<file path="src/rtl/lpcg_pkg.sv">
package lpcg_pkg;
  localparam int DW = 8;
  localparam int AW = 2;
  localparam logic [AW-1:0] ADDR_MODE = 2'd0;
  localparam logic [AW-1:0] ADDR_EN   = 2'd1;
  localparam logic [AW-1:0] ADDR_IDLE = 2'd2;
  localparam int ARM_BIT_A = 1;
  localparam int ARM_BIT_B = 2;

  typedef enum logic [1:0] {
    MODE_NORMAL  = 2'd0,
    MODE_LP_ACT  = 2'd1,
    MODE_LP_IDLE = 2'd2
  } lp_mode_e;
endpackage

</file>
<file path="src/rtl/lpcg_regs.sv">
module lpcg_regs
  import lpcg_pkg::*;
#(
  parameter int EN_W = 8
) (
  input  logic            clk_i,
  input  logic            rst_ni,
  input  logic            we_i,
  input  logic [AW-1:0]   addr_i,
  input  logic [DW-1:0]   wdata_i,
  input  logic            wake_i,
  output logic            armed_o,
  output logic            idle_o,
  output logic [EN_W-1:0] en_o
);
  logic [1:0]      arm_q;
  logic            idle_q;
  logic [EN_W-1:0] en_q;

  logic wr_mode, wr_en, wr_idle, mode_arms;
  assign wr_mode   = we_i && (addr_i == ADDR_MODE);
  assign wr_en     = we_i && (addr_i == ADDR_EN);
  assign wr_idle   = we_i && (addr_i == ADDR_IDLE);
  assign mode_arms = wdata_i[ARM_BIT_A] & wdata_i[ARM_BIT_B];

  always_ff @(posedge clk_i or negedge rst_ni) begin
    if (!rst_ni) begin
      arm_q  <= '0;
      en_q   <= '0;
      idle_q <= 1'b0;
    end else begin
      if (wr_mode) arm_q <= {wdata_i[ARM_BIT_B], wdata_i[ARM_BIT_A]};
      if (wr_en)   en_q  <= wdata_i[EN_W-1:0];
      if (wake_i)                     idle_q <= 1'b0;
      else if (wr_mode && !mode_arms) idle_q <= 1'b0;
      else if (wr_idle && armed_o)    idle_q <= wdata_i[0];
    end
  end

  assign armed_o = &arm_q;
  assign idle_o  = idle_q;
  assign en_o    = en_q;

  a_r9_wake_clears_idle: assert property (@(posedge clk_i) disable iff (!rst_ni)
    wake_i |=> !idle_q);
  a_r9_wake_keeps_mode: assert property (@(posedge clk_i) disable iff (!rst_ni)
    (wake_i && !we_i) |=> $stable(arm_q));
  a_r10_idle_needs_arm: assert property (@(posedge clk_i) disable iff (!rst_ni)
    idle_q |-> armed_o);
  a_r6_idle_ignored: assert property (@(posedge clk_i) disable iff (!rst_ni)
    (wr_idle && !armed_o) |=> !idle_q);
endmodule

</file>
<file path="src/rtl/lpcg_gate_calc.sv">
module lpcg_gate_calc
  import lpcg_pkg::*;
#(
  parameter int N_GATES = 8,
  parameter int N_BR    = 4
) (
  input  logic               clk_i,
  input  logic               rst_ni,
  input  logic               armed_i,
  input  logic               idle_i,
  input  logic [2*N_BR-1:0]  en_i,
  input  logic [N_GATES-1:0] req_i,
  output logic [N_GATES-1:0] gate_o,
  output logic               halt_o
);
  localparam int PER_BR = N_GATES / N_BR;

  lp_mode_e               mode;
  logic [N_GATES-1:0]     gate_d, gate_q;
  logic                   halt_q;

  always_comb begin
    if (!armed_i)    mode = MODE_NORMAL;
    else if (idle_i) mode = MODE_LP_IDLE;
    else             mode = MODE_LP_ACT;
  end

  for (genvar g = 0; g < N_GATES; g++) begin : g_gate
    localparam int BR = g / PER_BR;
    logic sel_en;
    always_comb begin
      unique case (mode)
        MODE_LP_ACT:  sel_en = en_i[N_BR + BR];
        MODE_LP_IDLE: sel_en = en_i[BR];
        default:      sel_en = 1'b1;
      endcase
    end
    assign gate_d[g] = sel_en | req_i[g];
  end

  always_ff @(posedge clk_i or negedge rst_ni) begin
    if (!rst_ni) begin
      gate_q <= '1;
      halt_q <= 1'b0;
    end else begin
      gate_q <= gate_d;
      halt_q <= (mode == MODE_LP_IDLE);
    end
  end

  assign gate_o = gate_q;
  assign halt_o = halt_q;

  a_r2_normal_all_on: assert property (@(posedge clk_i) disable iff (!rst_ni)
    !armed_i |=> (gate_q == '1));
  a_r7_req_forces_gate: assert property (@(posedge clk_i) disable iff (!rst_ni)
    (req_i != '0) |=> ((gate_q & $past(req_i)) == $past(req_i)));
  a_r5_halt_only_armed: assert property (@(posedge clk_i) disable iff (!rst_ni)
    halt_q |-> $past(armed_i && idle_i));
endmodule

</file>
<file path="src/rtl/lpcg_acc_chk.sv">
module lpcg_acc_chk #(
  parameter int N_GATES = 8,
  parameter int SEL_W   = 3
) (
  input  logic               clk_i,
  input  logic               rst_ni,
  input  logic [N_GATES-1:0] gate_i,
  input  logic               acc_i,
  input  logic [SEL_W-1:0]   sel_i,
  output logic [N_GATES-1:0] acc_o,
  output logic               err_o
);
  logic tgt_on;
  logic err_q;

  assign tgt_on = gate_i[sel_i];

  always_comb begin
    acc_o = '0;
    if (acc_i && tgt_on) acc_o[sel_i] = 1'b1;
  end

  always_ff @(posedge clk_i or negedge rst_ni) begin
    if (!rst_ni) err_q <= 1'b0;
    else         err_q <= acc_i && !tgt_on;
  end

  assign err_o = err_q;

  a_r8_onehot_fwd: assert property (@(posedge clk_i) disable iff (!rst_ni)
    $onehot0(acc_o));
  a_r8_gated_err: assert property (@(posedge clk_i) disable iff (!rst_ni)
    (acc_i && !tgt_on) |=> err_o);
  a_r8_err_no_fwd: assert property (@(posedge clk_i) disable iff (!rst_ni)
    (acc_o != '0) |=> !err_o);
endmodule

</file>
<file path="src/rtl/lpcg_ctrl.sv">
module lpcg_ctrl
  import lpcg_pkg::*;
#(
  parameter int N_GATES = 8,
  parameter int N_BR    = 4,
  parameter int SEL_W   = $clog2(N_GATES)
) (
  input  logic               clk_i,
  input  logic               rst_ni,
  input  logic               bus_we_i,
  input  logic [AW-1:0]      bus_addr_i,
  input  logic [DW-1:0]      bus_wdata_i,
  input  logic               wake_i,
  input  logic [N_GATES-1:0] clk_req_i,
  input  logic               per_acc_i,
  input  logic [SEL_W-1:0]   per_sel_i,
  output logic [N_GATES-1:0] gate_en_o,
  output logic               cpu_halt_o,
  output logic [N_GATES-1:0] per_acc_o,
  output logic               per_err_o
);
  localparam int EN_W = 2 * N_BR;

  logic            armed, idle;
  logic [EN_W-1:0] en;

  lpcg_regs #(.EN_W(EN_W)) u_regs (
    .clk_i   (clk_i),
    .rst_ni  (rst_ni),
    .we_i    (bus_we_i),
    .addr_i  (bus_addr_i),
    .wdata_i (bus_wdata_i),
    .wake_i  (wake_i),
    .armed_o (armed),
    .idle_o  (idle),
    .en_o    (en)
  );

  lpcg_gate_calc #(.N_GATES(N_GATES), .N_BR(N_BR)) u_gate (
    .clk_i   (clk_i),
    .rst_ni  (rst_ni),
    .armed_i (armed),
    .idle_i  (idle),
    .en_i    (en),
    .req_i   (clk_req_i),
    .gate_o  (gate_en_o),
    .halt_o  (cpu_halt_o)
  );

  lpcg_acc_chk #(.N_GATES(N_GATES), .SEL_W(SEL_W)) u_acc (
    .clk_i  (clk_i),
    .rst_ni (rst_ni),
    .gate_i (gate_en_o),
    .acc_i  (per_acc_i),
    .sel_i  (per_sel_i),
    .acc_o  (per_acc_o),
    .err_o  (per_err_o)
  );

  a_r11_gate_registered: assert property (@(posedge clk_i) disable iff (!rst_ni)
    $stable(gate_en_o) || $past(bus_we_i) || $past(clk_req_i) != $past(clk_req_i, 2)
    || $past(wake_i) || $past(armed) != $past(armed, 2) || $past(idle) != $past(idle, 2)
    || $past(en) != $past(en, 2) || $past(clk_req_i) != '0);
endmodule

</file>
<file path="config.mk">
export PLATFORM = sky130hd
export DESIGN_NAME = lpcg_ctrl
export DESIGN_NICKNAME = d
export VERILOG_FILES = /design/src/rtl/lpcg_pkg.sv /design/src/rtl/lpcg_regs.sv /design/src/rtl/lpcg_gate_calc.sv /design/src/rtl/lpcg_acc_chk.sv /design/src/rtl/lpcg_ctrl.sv
export SDC_FILE = /design/constraint.sdc
export NUM_CORES = 1
export LEC_CHECK = 0
export BUFFER_PORTS_ARGS = -buffer_cell sky130_fd_sc_hd__buf_2
export CELL_PAD_IN_SITES_DETAIL_PLACEMENT = 1
export CELL_PAD_IN_SITES_GLOBAL_PLACEMENT = 1
export CORE_UTILIZATION = 32
export CTS_CLUSTER_DIAMETER = 60
export DETAILED_ROUTE_END_ITERATION = 12
export PLACE_DENSITY = 0.79
export SKIP_CTS_REPAIR_TIMING = 1
export SYNTH_ARGS = -nofsm -noshare
export SYNTH_HDL_FRONTEND = slang
export SYNTH_HIERARCHICAL = 1
export SYNTH_SLANG_ARGS = --single-unit
</file>
<file path="constraint.sdc">
create_clock -name clk_i -period 1.7 [get_ports clk_i]
set_clock_uncertainty 0.1 [all_clocks]
set_input_delay 0.34 -clock clk_i [delete_from_list [all_inputs] [get_ports clk_i]]
set_output_delay 0.34 -clock clk_i [all_outputs]
set_load 0.01 [all_outputs]
</file>
==> results of run 1 <==
## through the flow
step | cell area (um^2) | util [%]
2_1_floorplan | 1170 | -
3_3_place_gp | 1500 | 48.3
3_5_place_dp | 1500 | 48.3
4_1_cts | 1530 | 49.2
5_1_grt | 1550 | 49.8
6_report | 1550 | 49.8
## where the power goes
part           switching, mW  internal (mW)  leakage [nW]
sequential            0.0365          0.572         0.244
clock                  0.134         0.0910        0.0150
combinational          0.148          0.144         0.400
total                  0.318          0.808         0.658
## final timing paths
check	from	end
min in group asynchronous	rst_ni	u_regs/en_o[4]$_DFFE_PN0P_
setup / recovery	u_gate/gate_o[1]$_DFF_PN1_	per_acc_o[0]
hold / removal	clk_req_i[6]	u_gate/gate_o[6]$_DFF_PN1_
max in group asynchronous	rst_ni	u_gate/gate_o[0]$_DFF_PN1_
setup reg to reg	u_gate/gate_o[1]$_DFF_PN1_	u_acc/err_o$_DFF_PN0_
hold reg to reg	u_regs/en_o[0]$_DFFE_PN0P_	u_regs/en_o[0]$_DFFE_PN0P_
## worst max-delay path, cell delays in order (launching register included)
cell,delay [ns]
sky130_fd_sc_hd__dfstp_2,0.56
sky130_fd_sc_hd__mux2i_2,0.07
sky130_fd_sc_hd__o32a_4,0.39
sky130_fd_sc_hd__a2111oi_4,0.36
sky130_fd_sc_hd__buf_2,0.19
## layer usage
| layer | vias up | global-route usage, % |
|---|---|---|
| li1 | 432 | - |
| met3 | 0 | 1.52 |
| met4 | 0 | 1.99 |
| met2 | 28 | 28.4 |
| met5 | - | 0 |
| met1 | 447 | 20.3 |
## synth_stat cells, drive strengths merged, types with 2 or more instances
cell type	n
a2111oi	4
buf	4
nand4	3
and4	2
nand3b	9
and2	2
a31oi	4
inv	2
dfstp	8
mux2	10
nand2	3
mux2i	6
dfrtp	13
nand3	2
a41oi	2
## cells by family (layout without fill, tap and decap cells)
| group | Yosys count | in the layout | synth area share (%) |
|---|---|---|---|
| flops | 21 | 21 | 50.2 |
| mux | 16 | 16 | 16.2 |
| simple gates | 25 | 25 | 17.4 |
| compound gates | 14 | 14 | 12.5 |
| buf+inv | 7 | 62 | 3.75 |
## registers in the layout (all words and copies together) (netlist names)
name           count
u_regs/en_o        8
u_acc/err_o        1
u_regs/arm_q       2
u_gate/halt_o      1
u_regs/idle_o      1
u_gate/gate_o      8
## final cells by class
cell class / instances / area share, %
inverter: 2 / 0.485
multi-input combinational: 55 / 38.4
clock buffer: 4 / 1.70
timing repair buffer: 56 / 21.2
tap: 44 / 3.56
sequential: 21 / 34.6
==> results.yml, run 1 <==
timing:
  post-route-min-period_ns: 2.30
  final.period_utilization_pct: 135
  setup_viol: 8
  postLayoutSetupSlackWorst_ns: -0.595
  tightest_slew_ns: 0.480
  finalHoldViolCount: 0
  timing_max_transition_violations_final: 0
  maxClockFrequency_mhz: 436
  slew_headroom_pct: 67.9
  unrepaired_setup_endpoints_after_global_routing: "true"
  final.setup.tns_ns: -4.09
  hold-worst-slack_ns: 0.143
floorplanning:
  start_util_pct: 34.4
  fp.dieW_um: 59.8
  ioPinCount: 44
  fp.dieArea_um2: 3570
  std_cell_rows: 20
  core_region_area_um2: 3100
  die_height_um: 59.8
global_route:
  grt_pass1_vias: 912
  grt_util_all_layers_pct: 15.6
  antenna_found_initial: 0
  largest_net_degree_at_the_start_of_global_routing: 22
  overflow: 0
  grt_first_pass_wirelength_mm: 4.19
routing:
  drc: 0
  drt-total-wl_mm: 2.65
  drt_first_pass_iters: 4
  route.vias.total: 907
  drtIter0Drc: 52
  detail_route.wirelength.met1_mm: 1.07
  final_antenna_net_count: 0
  max_layer_used: "met3"
  met3_wirelength_um: 143
  detail_route.wl_per_cell_um: 14.5
  met2_wirelength_mm: 1.43
  drt-vias-per-instance: 4.98
finish:
  instances_no_fill: 182
  fillers: 374
  fin_nets: 165
  layout-drive-gt1-share_pct: 64.5
  multi_input_comb_area_um2: 594
  area_delta_synth_final_pct: 44.9
  commonest_non_fill_non_tap_cell_in_the_layout: "sky130_fd_sc_hd__buf_2"
  layout.area.seq_um2: 536
  antenna-diode-count: 0
  layout_common_cells: "sky130_fd_sc_hd__buf_2 (43), sky130_fd_sc_hd__dfrtp_1 (13), sky130_fd_sc_hd__buf_4 (11)"
logic_synthesis:
  ys_seq_elements: 21
  yosysUniqueCellTypes: 29
  syn_area_per_cell_um2: 12.9
  synth.yosys.seq_area_share_pct: 50.2
  synthesized_area_um2: 1070
  synth_largest_type_area_fraction_pct: 30.5
  yosys_most_used_dff: "sky130_fd_sc_hd__dfrtp_1"
  edff_count_synth: 0
  synth.top_cells.by_area: "sky130_fd_sc_hd__dfrtp_1 (30%), sky130_fd_sc_hd__dfstp_2 (20%), sky130_fd_sc_hd__mux2_2 (11%)"
  yosysWarningCount: 6
  syn-instance-count: 83
  netlist.top_cell.by_area: "sky130_fd_sc_hd__dfrtp_1"
  synth-async-reset-ratio_pct: 100
  postSynthNetCount: 109
placement:
  portBuffers: 43
  preCtsSetupSlack_ns: -0.314
  finalWeightedCongestion: 0.814
  dpl.cell_count: 176
  post-dp-hpwl_mm: 2.17
run_status:
  outcome: "finished, violations left"
  failing_checks: "setup timing"
flow_run:
  drv.max_cap_violation_count: 0
hold_path:
  worst_hold_path.num_cells: 2
  hold_class: "input pin to flop"
setup_path:
  worst_ep_required_time_ns: 1.26
  timing_worst_setup_path_type: "flop to output port"
  timing.critical_path.from_type: "flop"
  worst-path-max-fanout: 8
  r2r.worst_path.cells: 3
  worstSetupEndpointType: "output port"
  crit_arrival_ns: 1.86
  regToRegSetupSlack_ns: 0.23
power:
  power.density_nw_per_um2: 728
  power.total_mw: 1.13
  worst_ir_drop_vdd_mv: 0.432
  p_leak_nw: 0.658
cts:
  cts_max_level: 1
  tritoncts: "done"
  root_buffer: "sky130_fd_sc_hd__clkbuf_4"
  cts_buffers: 3
  cts.sinks: 21
  clkLatencyLatePin_ns: 0.29
  clk_path_buf_depth: 2
  clk_pin_slew_worst_paths_ns: 0.10
Note: power is estimated with default switching activity, not from simulation.
==> run 2, diff against run 1 <==
clock period = 1.8 ns   (was 1.7 ns; I/O delays follow)
==> run 2 against run 1 <==
The run still ends with setup timing left; count of clock-buffer cells in the layout stayed put; sequential power down 5.7%; worst setup slack gained 0.089 ns; clock power shrank 4%; register-to-register slack barely moved; critical path type unchanged; critical endpoint is now per_acc_o[5]; largest cell class unchanged.
==> results.yml, run 2 (synthesized netlist as in run 1, its figures left out) <==
setup_path:
  worstSetupEndpointType: "output port"
  critPathBufInv: 1
  critical_path.max_stage_delay_ns: 0.55
  crit_arrival_ns: 1.85
  r2r.worst_path.cells: 4
  timing_worst_setup_path_type: "flop to output port"
  timing.critical_path.from_type: "flop"
  worst_ep_required_time_ns: 1.34
  r2r_start: "u_gate/gate_o[3]$_DFF_PN1_"
  critPathSlowestCell: "sky130_fd_sc_hd__dfstp_2"
  regToRegSetupSlack_ns: 0.22
  worst-path-max-fanout: 6
  r2r-end: "u_acc/err_o$_DFF_PN0_"
  timing.critical_path.max_delay_family: "compound AO/OA/AOI/OAI gates"
  critical_path.cell_chain: "mux2i_1 -> o32a_4 -> a2111oi_4 -> buf_2"
timing:
  finalHoldViolCount: 0
  setup_viol: 8
  unrepaired_setup_endpoints_after_global_routing: "true"
  final.period_utilization_pct: 128
  post-route-min-period_ns: 2.31
  tightest_slew_ns: 0.455
  slew_headroom_pct: 69.6
  maxClockFrequency_mhz: 434
  postLayoutSetupSlackWorst_ns: -0.506
  timing_max_transition_violations_final: 0
routing:
  drc: 0
  drt-total-wl_mm: 2.73
  final_antenna_net_count: 0
  drtIter0Drc: 33
  drt-vias-per-instance: 5.13
  route.vias.total: 934
  detail_route.wl_per_cell_um: 15.0
  drt_first_pass_iters: 3
flow_run:
  drv.max_cap_violation_count: 0
hold_path:
  hold_path.startpoint: "clk_req_i[1]"
  worst_hold_path.num_cells: 2
  min_to: "u_gate/gate_o[1]$_DFF_PN1_"
  hold_class: "input pin to flop"
floorplanning:
  start_util_pct: 34.4
  fp.dieW_um: 59.8
  die_height_um: 59.8
  fp.dieArea_um2: 3570
  std_cell_rows: 20
  ioPinCount: 44
  core_region_area_um2: 3100
cts:
  tritoncts: "done"
  cts_max_level: 1
  cts.sinks: 21
  cts_buffers: 3
  clk_pin_slew_worst_paths_ns: 0.11
  clk_path_buf_depth: 2
  clkLatencyLatePin_ns: 0.29
  root_buffer: "sky130_fd_sc_hd__clkbuf_4"
global_route:
  overflow: 0
  antenna_found_initial: 0
  largest_net_degree_at_the_start_of_global_routing: 22
  grt_first_pass_wirelength_mm: 4.62
  grt_pass1_vias: 998
  grt_util_all_layers_pct: 17.2
placement:
  portBuffers: 43
  post_dp_cell_area_um2: 1490
  preCtsSetupSlack_ns: -0.226
  finalWeightedCongestion: 0.839
  post-dp-hpwl_mm: 2.23
finish:
  layout.area.seq_um2: 536
  fillers: 364
  layout_common_cells: "sky130_fd_sc_hd__buf_2 (43), sky130_fd_sc_hd__dfrtp_1 (13), sky130_fd_sc_hd__buf_4 (12)"
  area_delta_synth_final_pct: 43.4
  stdcell_area_um2: 1530
  fin_nets: 165
  layout.core_utilization_pct: 49.3
  commonest_non_fill_non_tap_cell_in_the_layout: "sky130_fd_sc_hd__buf_2"
  multi_input_comb_area_um2: 591
  layout-drive-gt1-share_pct: 63.8
  antenna-diode-count: 0
run_status:
  failing_checks: "setup timing"
  outcome: "finished, violations left"
power:
  power.total_mw: 1.06
  power.density_nw_per_um2: 693
  p_leak_nw: 0.655
  worst_ir_drop_vdd_mv: 0.493
[run 2: how the worst max path moves through the flow]
stage,startpoint,cells past startpoint,slack [ns],end
detailed placement,per_sel_i[1],5,-0.23,per_acc_o[1]
floorplan,u_gate/gate_o[3]$_DFF_PN1_,3,-0.01,per_acc_o[0]
global route,u_gate/gate_o[3]$_DFF_PN1_,4,-0.58,per_acc_o[5]
CTS,u_gate/gate_o[3]$_DFF_PN1_,4,-0.50,per_acc_o[1]
finish,u_gate/gate_o[3]$_DFF_PN1_,4,-0.51,per_acc_o[5]
global placement,per_sel_i[1],5,-0.18,per_acc_o[1]
[run 2: cell type report]
| type | count | area share, % |
|---|---|---|
| clock buffer | 4 | 1.72 |
| multi-input combinational | 55 | 38.6 |
| timing repair buffer | 56 | 20.6 |
| sequential | 21 | 35.0 |
| tap | 44 | 3.60 |
| inverter | 2 | 0.491 |
[run 2: stage by stage]
step,std cells,setup TNS (ns),hold slack [ns]
5_1_grt,182,-4.46,0.149
2_1_floorplan,83,-0.0442,-0.0356
6_report,182,-3.75,0.159
3_5_place_dp,176,-1.50,0.239
3_3_place_gp,176,-1.16,0.231
4_1_cts,180,-3.64,-0.0928
[run 2: per-layer routing]
| metal | GRT usage, % | up-vias | part of all wire [%] |
|---|---|---|---|
| met4 | 4.98 | 0 | 1.1 |
| met3 | 1.52 | 4 | 4.1 |
| met2 | 31.9 | 33 | 55 |
| met5 | 0 | - | 0 |
| li1 | - | 429 | - |
| met1 | 20.9 | 468 | 40 |
[run 2: report_power, final]
part | internal, mW | switching [mW] | leakage (nW)
combinational | 0.133 | 0.137 | 0.396
clock | 0.0862 | 0.129 | 0.0150
sequential | 0.541 | 0.0338 | 0.244
total | 0.760 | 0.300 | 0.655
[run 2: worst reg2reg max path, cell delays in order (launching register included)]
cell	delay, ns
sky130_fd_sc_hd__dfstp_2	0.55
sky130_fd_sc_hd__mux2i_1	0.08
sky130_fd_sc_hd__o32a_4	0.39
sky130_fd_sc_hd__buf_4	0.17
sky130_fd_sc_hd__and4_1	0.20
